==> config.mk <==
export PLATFORM = sky130hd
export DESIGN_NAME = bus_idle_pdn
export DESIGN_NICKNAME = d
export VERILOG_FILES = /design/src/rtl/bip_pkg.sv /design/src/rtl/bip_rst_sync.sv /design/src/rtl/bip_sync.sv /design/src/rtl/bip_activity.sv /design/src/rtl/bip_idle_cnt.sv /design/src/rtl/bus_idle_pdn.sv
export SDC_FILE = /design/constraint.sdc
export NUM_CORES = 1
export LEC_CHECK = 0
export ABC_AREA = 1
export BUFFER_PORTS_ARGS = -buffer_cell sky130_fd_sc_hd__buf_4
export CAP_MARGIN = 40
export CORE_AREA = 2 2 39 41
export DETAILED_ROUTE_END_ITERATION = 6
export DIE_AREA = 0 0 41 43
export HOLD_SLACK_MARGIN = 0.15
export PLACE_DENSITY = 0.66
export SYNTH_ARGS = -nofsm -noshare
export SYNTH_HDL_FRONTEND = slang
export SYNTH_SLANG_ARGS = --single-unit
==> constraint.sdc <==
create_clock -name clk_i -period 1.4 [get_ports clk_i]
set_input_delay 0.14 -clock clk_i [delete_from_list [all_inputs] [get_ports clk_i]]
set_output_delay 0.14 -clock clk_i [all_outputs]
set_load 0.05 [all_outputs]
==> src/rtl/bip_pkg.sv <==
package bip_pkg;
  // Default geometry of the controller
  localparam int unsigned DEF_CNT_W       = 4;
  localparam int unsigned DEF_SYNC_STAGES = 2;
  localparam int unsigned DEF_NSEL        = 4;

  // Bus signals watched for activity, in synchronizer bit order
  typedef struct packed {
    logic csel_n;
    logic strobe;
  } bus_watch_t;

  localparam int unsigned WATCH_W = $bits(bus_watch_t);

  // Idle level of the watched signals, loaded at reset
  localparam bus_watch_t WATCH_IDLE = '{csel_n: 1'b1, strobe: 1'b0};
endpackage

==> src/rtl/bip_rst_sync.sv <==
module bip_rst_sync #(
  parameter int unsigned STAGES = 2
) (
  input  logic clk_i,
  input  logic rst_ni,
  output logic rst_no
);
  logic [STAGES-1:0] chain_q;
  logic [STAGES-1:0] chain_d;

  // Shift a one in from the bottom once reset is released
  always_comb begin
    chain_d = {chain_q[STAGES-2:0], 1'b1};
  end

  always_ff @(posedge clk_i or negedge rst_ni) begin
    if (!rst_ni) begin
      chain_q <= '0;
    end else begin
      chain_q <= chain_d;
    end
  end

  assign rst_no = chain_q[STAGES-1];
endmodule

==> src/rtl/bip_sync.sv <==
module bip_sync #(
  parameter int unsigned       W       = 2,
  parameter int unsigned       STAGES  = 2,
  parameter logic [W-1:0]      RST_VAL = '0
) (
  input  logic         clk_i,
  input  logic         rst_ni,
  input  logic [W-1:0] async_i,
  output logic [W-1:0] sync_o
);
  logic [W-1:0] stage_q [STAGES];
  logic [W-1:0] stage_d [STAGES];

  // One flop rank per stage; each rank takes the previous one
  for (genvar s = 0; s < STAGES; s++) begin : g_stage
    if (s == 0) begin : g_first
      always_comb stage_d[s] = async_i;
    end else begin : g_next
      always_comb stage_d[s] = stage_q[s-1];
    end

    always_ff @(posedge clk_i or negedge rst_ni) begin
      if (!rst_ni) begin
        stage_q[s] <= RST_VAL;
      end else begin
        stage_q[s] <= stage_d[s];
      end
    end
  end

  assign sync_o = stage_q[STAGES-1];
endmodule

==> src/rtl/bip_activity.sv <==
module bip_activity #(
  parameter int unsigned  W       = 2,
  parameter logic [W-1:0] RST_VAL = '0
) (
  input  logic         clk_i,
  input  logic         rst_ni,
  input  logic [W-1:0] level_i,
  output logic [W-1:0] edge_o,
  output logic         act_o
);
  logic [W-1:0] prev_q;
  logic [W-1:0] prev_d;

  always_comb begin
    prev_d = level_i;
  end

  always_ff @(posedge clk_i or negedge rst_ni) begin
    if (!rst_ni) begin
      prev_q <= RST_VAL;
    end else begin
      prev_q <= prev_d;
    end
  end

  // Either direction of change is activity
  for (genvar b = 0; b < W; b++) begin : g_bit
    assign edge_o[b] = level_i[b] ^ prev_q[b];
  end

  assign act_o = |edge_o;
endmodule

==> src/rtl/bip_idle_cnt.sv <==
module bip_idle_cnt #(
  parameter int unsigned CNT_W = 4
) (
  input  logic             clk_i,
  input  logic             rst_ni,
  input  logic             clr_i,
  output logic [CNT_W-1:0] cnt_o,
  output logic             full_o
);
  localparam logic [CNT_W-1:0] CNT_MAX = {CNT_W{1'b1}};

  logic [CNT_W-1:0] cnt_q;
  logic [CNT_W-1:0] cnt_d;
  logic             cnt_en;
  logic             at_max;

  assign at_max = (cnt_q == CNT_MAX);
  // Register is loaded only on a clear or while below saturation
  assign cnt_en = clr_i | ~at_max;

  always_comb begin
    if (clr_i) begin
      cnt_d = '0;
    end else begin
      cnt_d = cnt_q + 1'b1;
    end
  end

  always_ff @(posedge clk_i or negedge rst_ni) begin
    if (!rst_ni) begin
      cnt_q <= '0;
    end else if (cnt_en) begin
      cnt_q <= cnt_d;
    end
  end

  assign cnt_o  = cnt_q;
  assign full_o = at_max;
endmodule

==> src/rtl/bus_idle_pdn.sv <==
module bus_idle_pdn
  import bip_pkg::*;
#(
  parameter int unsigned CNT_W       = DEF_CNT_W,
  parameter int unsigned SYNC_STAGES = DEF_SYNC_STAGES,
  parameter int unsigned NSEL        = DEF_NSEL
) (
  input  logic            clk_i,
  input  logic            rst_ni,
  input  logic            strobe_i,
  input  logic            csel_ni,
  input  logic            auto_en_i,
  input  logic            force_i,
  input  logic [NSEL-1:0] sel_req_i,
  output logic            pdn_o,
  output logic [NSEL-1:0] sel_gnt_o
);
  logic             rst_n_q;
  bus_watch_t       watch_raw;
  bus_watch_t       watch_sync;
  logic [WATCH_W-1:0] watch_sync_v;
  logic [WATCH_W-1:0] watch_edge;
  logic             bus_act;
  logic [CNT_W-1:0] idle_cnt;
  logic             cnt_full;

  bip_rst_sync #(
    .STAGES (SYNC_STAGES)
  ) u_rst_sync (
    .clk_i  (clk_i),
    .rst_ni (rst_ni),
    .rst_no (rst_n_q)
  );

  assign watch_raw = '{csel_n: csel_ni, strobe: strobe_i};

  bip_sync #(
    .W       (WATCH_W),
    .STAGES  (SYNC_STAGES),
    .RST_VAL (WATCH_IDLE)
  ) u_sync (
    .clk_i   (clk_i),
    .rst_ni  (rst_n_q),
    .async_i (watch_raw),
    .sync_o  (watch_sync_v)
  );

  assign watch_sync = bus_watch_t'(watch_sync_v);

  bip_activity #(
    .W       (WATCH_W),
    .RST_VAL (WATCH_IDLE)
  ) u_act (
    .clk_i   (clk_i),
    .rst_ni  (rst_n_q),
    .level_i (watch_sync),
    .edge_o  (watch_edge),
    .act_o   (bus_act)
  );

  bip_idle_cnt #(
    .CNT_W (CNT_W)
  ) u_cnt (
    .clk_i  (clk_i),
    .rst_ni (rst_n_q),
    .clr_i  (bus_act),
    .cnt_o  (idle_cnt),
    .full_o (cnt_full)
  );

  // Force bit and enable bit act without waiting for the counting clock
  assign pdn_o = force_i | (auto_en_i & cnt_full);

  // Chip-select gate on every select qualifier
  for (genvar i = 0; i < NSEL; i++) begin : g_gate
    assign sel_gnt_o[i] = sel_req_i[i] & ~csel_ni;
  end
endmodule

==> results of run 1 <==
==> critical path: stages (launching register included) <==
cell and delay (ps):
dfrtp_1 390, ha_4 150, nand2_2 50, nor2_2 120, a21o_1 130, buf_6 150
==> flip-flops by register name (all words and copies together) (netlist names) <==
| register | count |
|---|---|
| u_sync.stage_d | 2 |
| u_act.prev_q | 2 |
| u_sync.sync_o | 2 |
| u_cnt.cnt_o | 4 |
| u_rst_sync.chain_q | 2 |
==> power by group through the flow <==
stage	combinational [mW]	clock (mW)	sequential, mW
2_1_floorplan	0.0580	0	0.385
4_1_cts	0.114	0.218	0.382
3_5_place_dp	0.0961	0	0.388
6_report	0.119	0.203	0.382
3_3_place_gp	0.0949	0	0.387
5_1_grt	0.131	0.229	0.385
==> cell families (layout without fill, tap and decap cells) <==
logic type                 after synthesis  in the layout  share of synthesized area
and+or+nand+nor                         36             36                     0.2758
DFF                                     12             12                     0.5827
buffers and inverters                   12             38                    0.08632
AOI/OAI and AO/OA                        2              2                    0.02398
adders and majority gates                1              1                    0.02398
other                                    1              1                   0.007187
==> cells in the final DEF, fill, tap and decap left out, drive strengths merged <==
cell type	n
nand2	21
buf	19
inv	12
nor2	11
dfrtp	9
clkbuf	4
nand3	3
dlygate4sd3	3
dfstp	3
a21o	1
o21ai	1
nand4	1
ha	1
conb	1
==> final timing paths <==
check	startpoint	end	slack [ps]
max reg2reg	u_cnt.cnt_o[0]	u_cnt.cnt_o[3]	300
min in group clk_i	u_sync.stage_d[0]	u_sync.sync_o[0]	350
max	u_cnt.cnt_o[0]	pdn_o	0.1
min reg2reg	u_rst_sync.chain_q[1]	u_cnt.cnt_o[3]	150
min	u_rst_sync.chain_q[1]	u_cnt.cnt_o[3]	150
max in group asynchronous	u_rst_sync.chain_q[1]	u_act.prev_q[1]	930
==> metal layers <==
layer / part of all wire / track usage / vias up
met3: 0.064 / 0.03141 / 2
li1: - / - / 239
met5: 0 / 0 / -
met2: 0.53 / 0.2094 / 20
met4: 0.0067 / 0.06000 / 0
met1: 0.40 / 0.1359 / 217
==> final cells by class <==
type / count / share of cell area
clock buffers: 4 / 0.03460
inverters: 12 / 0.05931
multi-input cells: 40 / 0.2471
flip-flops and latches: 12 / 0.4003
well taps: 16 / 0.02636
repair buffers: 22 / 0.2323
==> repair_timing <==
item / 4_1_cts / 5_1_grt
cloned: 0 / 0
endpoints found under the hold margin: 4 / 0
endpoints found under the setup margin: 1 / 1
hold buffers: 3 / 0
buffers inserted: 3 / 2
pin swaps: 1 / 2
resized for setup: 4 / 0
==> stage by stage <==
step | cell area [um^2] | setup WS [ps] | hold WS, ps
floorplan | 521.8 | 119.1 | -155.6
detailed placement | 646.9 | 138.1 | -76.40
CTS | 744.5 | -3.094 | 168.3
global route | 759.5 | -65.40 | 186.6
global placement | 646.9 | 158.8 | -76.97
finish | 759.5 | 0.1231 | 154.7
==> metrics.md, run 1 <==
| Metric | Value |
|---|---|
| Post-layout minimum cycle time | 1400 ps |
| Crit end category | output pin |
| Fin. Hold Viols | 0 |
| 1st-iter DRT viols | 4 |
| Total number of vias | 478 |
| N_diodes | 0 |
| Logic pwr share | 0.169 |
| P_int | 0.5326 mW |
| # fillers | 136 |
| Sequential area share after synthesis | 0.5827 |
| Clk slew on worst S/H paths | 70 ps |
| Register share of total power | 0.542 |
| Die X | 41 um |
| Worst IR drop on VDD | 0.5672 mV |
| Initial DRT Pass Iterations | 4 |
| Grt ovf | 0 |
| Fin util | 0.5488 |
| Leak | 0.4221 nW |
| Fin Setup TNS | 0 ps |
| Startpoint types | flip-flop |
| Crit path DAT | 1260 ps |
| Overall power | 0.7037 mW |
| Antenna violations before repair | 0 |
| Synth cell count leaders | nand2_1 (21), inv_1 (12), nor2_1 (10), dfrtp_1 (9) |
| Setup Viol. Count Final | 0 |
| Synth top area cells | dfrtp_1 (43%), dfstp_2 (15%), nand2_1 (15%) |
| Clock sink count | 12 |
| Max-cap violations | 0 |
| Skew-Pair Late Insertion Delay | 260 ps |
| Clock root cell | clkbuf_4 |
| GR Util All Layers | 0.1245 |
| Core area | 1384 um^2 |
| DP HPWL | 652.1 um |
| Share of the synthesized area in the top cell type | 0.4317 |
| Post-Synthesis Cells | 64 |
| Power per cell area | 926.6 nW/um^2 |
| Post-synth top flop | dfrtp_1 |
| # rows | 14 |
| Post-Syn Area | 521.8 um^2 |
| Number of global-route vias before repair | 429 |
| Routability cong. | 0.6910 |
| P_sw | 0.1711 mW |
| Initial Util | 0.3770 |
| Register area | 304.0 um^2 |
| Area of the multi-input gates | 187.7 um^2 |
| Number of synthesized register bits | 12 |
| Setup Skew | 6.093 ps |
| CTS buffer count | 3 |
| Placed insts | 94 |
| WL/cell | 8.425 um |
| Mapped Avg Cell Area | 8.152 um^2 |
| FMAX | 714.3 MHz |
| Critical path type | reg -> out |
| DIE AREA | 1763 um^2 |
| Netlist cell types | 12 |
| Most frequent cell after synthesis | nand2_1 |
| Clock Power Share | 0.289 |
| RSZ-0062 raised after global routing | yes |
| IO Pins | 15 |
| Fin. max-slew vios | 0 |
| Worst EP required | 1260 ps |
| CTS max path bufs | 2 |
| Worst hold path type | reg -> async |
| First-pass GRT wire length | 1483 um |
| Via density | 4.509 |
| Final Non-Filler Cells | 106 |
| Nets@finish | 102 |
| Layout area overhead | 45.56% |
| Synth warnings | 0 |
| Post-Route WL | 893 um |
| Yosys top cell by area | dfrtp_1 |
| CTS tree | done |
| Largest net degree at the start of global routing | 11 |
| Die Ht | 43 um |
| DRC | 0 |
| R2R cell count | 6 |
| Layout cells sized above 1 | 0.3111 |
| EDFF count, synth | 0 |
| Synthesized net count | 75 |
| Htree depth | 1 |
| Crit-path max FO | 2 |
| Async SR Flop Fraction | 1.000 |
| Sw frac | 0.2432 |
| Antenna Violating Nets Remaining | 0 |
| Fin crit share | 0.9999 |
| PortBufs | 14 |
| Status | complete, no violations |
Note: power is estimated with default switching activity, not from simulation.
==> run 2, diff against run 1 <==
CTS_CLUSTER_DIAMETER = 80   (was default)
PLACE_DENSITY = default   (was 0.66)
==> run 2 against run 1 <==
Against the previous run: the flow now finishes with violations (negative setup slack); first-iteration DRC count did not move; combinational power about the same; clock-buffer cell count unchanged; clock skew decreased by 3.1 ps; final cell count shrank 1.9%; global-route usage grew 2.2 points; critical path type unchanged; highest routed layer unchanged.
==> metrics.md, run 2 (synthesized netlist as in run 1, its figures left out) <==
| Metric | Value |
|---|---|
| Status | finished, violations left |
| Failing checks | negative setup slack |
| Antenna Violating Nets Remaining | 0 |
| Fin crit share | 1.013 |
| Number of global-route vias before repair | 468 |
| Clk slew on worst S/H paths | 70 ps |
| IO Pins | 15 |
| Skew-Pair Late Insertion Delay | 260 ps |
| Via density | 4.356 |
| Setup Skew | 3.017 ps |
| Layout cells sized above 1 | 0.3068 |
| Fin util | 0.5524 |
| Grt ovf | 0 |
| Worst EP required | 1260 ps |
| Dpl ws | 140.2 ps |
| FMAX | 705.0 MHz |
| Die X | 41 um |
| Die Ht | 43 um |
| Critical path type | reg -> out |
| Worst hold path type | reg -> async |
| CTS tree | done |
| Clock sink count | 12 |
| Crit-path max FO | 2 |
| Worst IR drop on VDD | 0.5526 mV |
| Worst r2r src | u_cnt.cnt_o[0] |
| Post-Layout Inst Area | 764.5 um^2 |
| Hold slack | 150.6 ps |
| Total number of vias | 453 |
| Fin. Hold Viols | 0 |
| CTS buffer count | 3 |
| Routability cong. | 0.6383 |
| Crit end category | output pin |
| # rows | 14 |
| Post-Route WL | 955 um |
| First-pass GRT wire length | 1738 um |
| DP HPWL | 618.2 um |
| GR Util All Layers | 0.1462 |
| Layout area overhead | 46.52% |
| Clock root cell | clkbuf_4 |
| CTS max path bufs | 2 |
| Largest register FFs | 4 |
| DIE AREA | 1763 um^2 |
| GR Layer Usage met3 | 0.03141 |
| Crit path from | u_cnt.cnt_o[0] |
| Largest net degree at the start of global routing | 11 |
| Setup Viol. Count Final | 1 |
| Max-cap violations | 0 |
| Initial Util | 0.3770 |
| N_diodes | 0 |
| Global routing's busiest layer | met2 |
| 1st-iter DRT viols | 4 |
| Htree depth | 1 |
| Grt met2 use | 0.2344 |
| Crit path DAT | 1280 ps |
| Power per cell area | 999.0 nW/um^2 |
| WL/cell | 9.183 um |
| Met1 usage | 0.1713 |
| Worst Slack Setup Final | -18.53 ps |
| PortBufs | 14 |
| DRC | 0 |
| Nets@finish | 100 |
| Placed Instance Area | 646.9 um^2 |
| Startpoint types | flip-flop |
| Initial DRT Pass Iterations | 2 |
| RSZ-0062 raised after global routing | yes |
| Antenna violations before repair | 0 |
| Commonest non-fill, non-tap cell in the layout | nand2_1 |
| Commonest cells after routing, fill and taps aside | nand2_1 (20), buf_4 (16), inv_1 (12) |
| Post-layout minimum cycle time | 1419 ps |
| Leak | 0.4331 nW |
| Fin. max-slew vios | 0 |
| Core area | 1384 um^2 |
| Fin Setup TNS | -18.53 ps |
run 2: cell count changes in the layout (fill, tap and decap cells not counted), sizes merged:
cell  delta
buf      -2
run 2: metrics by stage:
stage,std cells,power [mW]
floorplan,64,0.4427
global placement,94,0.4818
detailed placement,94,0.4840
CTS,104,0.7711
global route,104,0.8075
finish,104,0.7637
run 2: worst max-delay path, cell delays in order (launching register included):
cell,delay (ps)
dfrtp_1,420
ha_4,180
nand2_4,70
nor2_4,30
a21o_1,160
buf_6,150
run 2: where the power goes:
| group | switching (mW) | internal [mW] | total [mW] | leakage [nW] |
|---|---|---|---|---|
| clock network | 0.108 | 0.158 | 0.266 | 0.0210 |
| registers | 0.0149 | 0.366 | 0.381 | 0.145 |
| logic | 0.0628 | 0.0541 | 0.117 | 0.268 |
run 2: final cells by class:
class / count / area (um^2)
fill: 121 / 619.3
sequential: 12 / 304.0
multi-input combinational: 40 / 197.7
timing repair buffer: 20 / 161.4
inverter: 12 / 45.04
clock buffer: 4 / 36.28
tap: 16 / 20.02
run 2: layer usage:
metal,vias to the layer above,wire (um)
li1,237,-
met1,204,407
met2,10,517
met3,2,25
met4,0,5
met5,-,0
run 2: path summary, 6_finish.rpt:
path	endpoint	slack (ps)	cells after the start
worst max register to register	u_cnt.cnt_o[2]	290	4
worst max-delay path	pdn_o	-20	5
max in group asynchronous	u_sync.sync_o[1]	940	0
min in group clk_i	u_sync.sync_o[0]	350	0
worst min register to register	u_cnt.cnt_o[2]	150	0
worst min-delay path	u_cnt.cnt_o[2]	150	0
run 2: what timing repair did:
action                                  in CTS  in global routing
endpoints found under the hold margin        4                  0
pin swaps                                    1                  1
endpoints found under the setup margin       1                  1
resized for setup                            4                  2
buffers inserted                             3                  0
hold buffers                                 3                  0
==> run 3, diff against run 2 <==
PLACE_DENSITY = 0.65   (was default)
clock period = 1.2 ns   (was 1.4 ns; I/O delays follow)
==> run 3 against run 2 <==
Against the previous run: the flow still finishes with violations (negative setup slack); worst hold slack lost 2.9 ps; die area did not move; final cell count grew 2.9%; sequential share of layout area shrank 0.51 points; largest power group unchanged; highest routed layer unchanged.
==> metrics.md, run 3 (synthesized netlist as in run 1, its figures left out) <==
| Metric | Value |
|---|---|
| Status | finished, violations left |
| Failing checks | negative setup slack |
| IO Pins | 15 |
| Placed Instance Area | 678.2 um^2 |
| Worst IR drop on VDD | 0.7729 mV |
| Slowest cell delay on critical path | 400 ps |
| Nets@finish | 103 |
| Crit path DAT | 1300 ps |
| Max-cap violations | 0 |
| Fin util | 0.5597 |
| Layout area overhead | 48.44% |
| Setup Skew | 1.019 ps |
| Final Non-Filler Cells | 107 |
| CTS tree | done |
| CTS buffer count | 3 |
| Fin. max-slew vios | 0 |
| RSZ-0062 raised after global routing | yes |
| Largest net degree at the start of global routing | 11 |
| Antenna violations before repair | 0 |
| Area of the multi-input gates | 178.9 um^2 |
| Setup Viol. Count Final | 1 |
| GR Util All Layers | 0.1492 |
| Worst hold path type | reg -> async |
| DRC | 0 |
| Leak | 0.4320 nW |
| Htree depth | 1 |
| WL/cell | 8.561 um |
| Commonest non-fill, non-tap cell in the layout | nand2_1 |
| Routability cong. | 0.6467 |
| Die Ht | 43 um |
| DIE AREA | 1763 um^2 |
| # fillers | 127 |
| R2R cell count | 6 |
| Initial Util | 0.3770 |
| Grt ovf | 0 |
| CTS max path bufs | 2 |
| Die X | 41 um |
| Crit end category | output pin |
| Number of global-route vias before repair | 471 |
| First-pass GRT wire length | 1704 um |
| Antenna Violating Nets Remaining | 0 |
| Critical path type | reg -> out |
| N_diodes | 0 |
| Worst path top cell family by delay | flip-flops |
| Worst r2r src | u_cnt.cnt_o[1] |
| Placed insts | 98 |
| DP HPWL | 704.2 um |
| Fin. Hold Viols | 0 |
| Buffers & Inverters on Critical Path | 1 |
| Worst EP required | 1080 ps |
| PortBufs | 14 |
| Post-layout minimum cycle time | 1420 ps |
| Post-Layout Inst Area | 774.5 um^2 |
| Power per cell area | 1154 nW/um^2 |
| Startpoint types | flip-flop |
| # rows | 14 |
| Dpl ws | 42.62 ps |
| FMAX | 704.2 MHz |
| Total number of vias | 458 |
| Fin crit share | 1.183 |
| Worst Slack Setup Final | -220.0 ps |
| R2r setup slk | 100 ps |
| Clock root cell | clkbuf_4 |
| 1st-iter DRT viols | 2 |
| Layout cells sized above 1 | 0.3297 |
| Core area | 1384 um^2 |
| Clock sink count | 12 |
| CP max-delay cell | dfrtp_1 |
| Largest register FFs | 4 |
| Initial DRT Pass Iterations | 4 |
| Post-Route WL | 916 um |
| RR Endpoint | u_cnt.cnt_o[3] |
| Skew-Pair Late Insertion Delay | 260 ps |
| Commonest cells after routing, fill and taps aside | nand2_1 (20), buf_4 (18), inv_1 (12) |
| Via density | 4.280 |
| Crit path from | u_cnt.cnt_o[1] |
| Clk slew on worst S/H paths | 70 ps |
| Crit-path max FO | 2 |
| Cells along the critical path | ha_2 > nand2_2 > nor2_2 > a21o_2 > buf_8 |
| Register area | 304.0 um^2 |
==> run 3: worst max path at each step <==
stage,end,slack [ps],depth (start not counted)
final,pdn_o,-220,5
after global routing,pdn_o,-280,5
after CTS,pdn_o,-220,5
after detailed placement,pdn_o,40,5
after global placement,pdn_o,40,5
after floorplan,pdn_o,40,4
==> run 3: where the power goes <==
group          switching, mW  internal, mW  total (mW)
combinational         0.0728        0.0675       0.140
sequential            0.0150         0.427       0.442
clock                  0.127         0.184       0.311
total                  0.215         0.679       0.893
==> run 3: cell type report <==
type | count | share of cell area
flip-flops and latches | 12 | 0.3926
repair buffers | 23 | 0.2456
multi-input cells | 40 | 0.2310
inverters | 12 | 0.05816
clock buffers | 4 | 0.04685
well taps | 16 | 0.02585
==> run 3: what timing repair did <==
item,in CTS,in global routing
pin swaps,0,1
buffers inserted,0,1
setup endpoints to repair,1,1
resized for setup,3,1
hold endpoints to repair,4,0
hold buffers,4,0
==> run 3: worst reg2reg max path: stages, from the launching register on <==
cell and delay (ps):
dfrtp_1 400, ha_2 200, buf_4 150, nor2_1 90, nand2_1 60, nand2_1 60
nor2_1 40
==> run 3: metal layers <==
metal / vias to the layer above / wire length (um) / share of wire / global-route usage
met1: 195 / 384 / 0.42 / 0.1603
li1: 243 / - / - / -
met4: 0 / 8 / 0.0087 / 0.1000
met2: 18 / 453 / 0.49 / 0.2375
met3: 2 / 70 / 0.076 / 0.04188
met5: - / 0 / 0 / 0
==> run 3: through the flow <==
stage	hold slack [ps]	total power, mW	setup TNS (ps)
6_report	147.7	0.8934	-220.0
3_3_place_gp	-96.53	0.5702	0
2_1_floorplan	-175.6	0.5170	0
3_5_place_dp	-96.77	0.5740	0
5_1_grt	187.4	0.9581	-278.5
4_1_cts	163.0	0.8987	-218.8
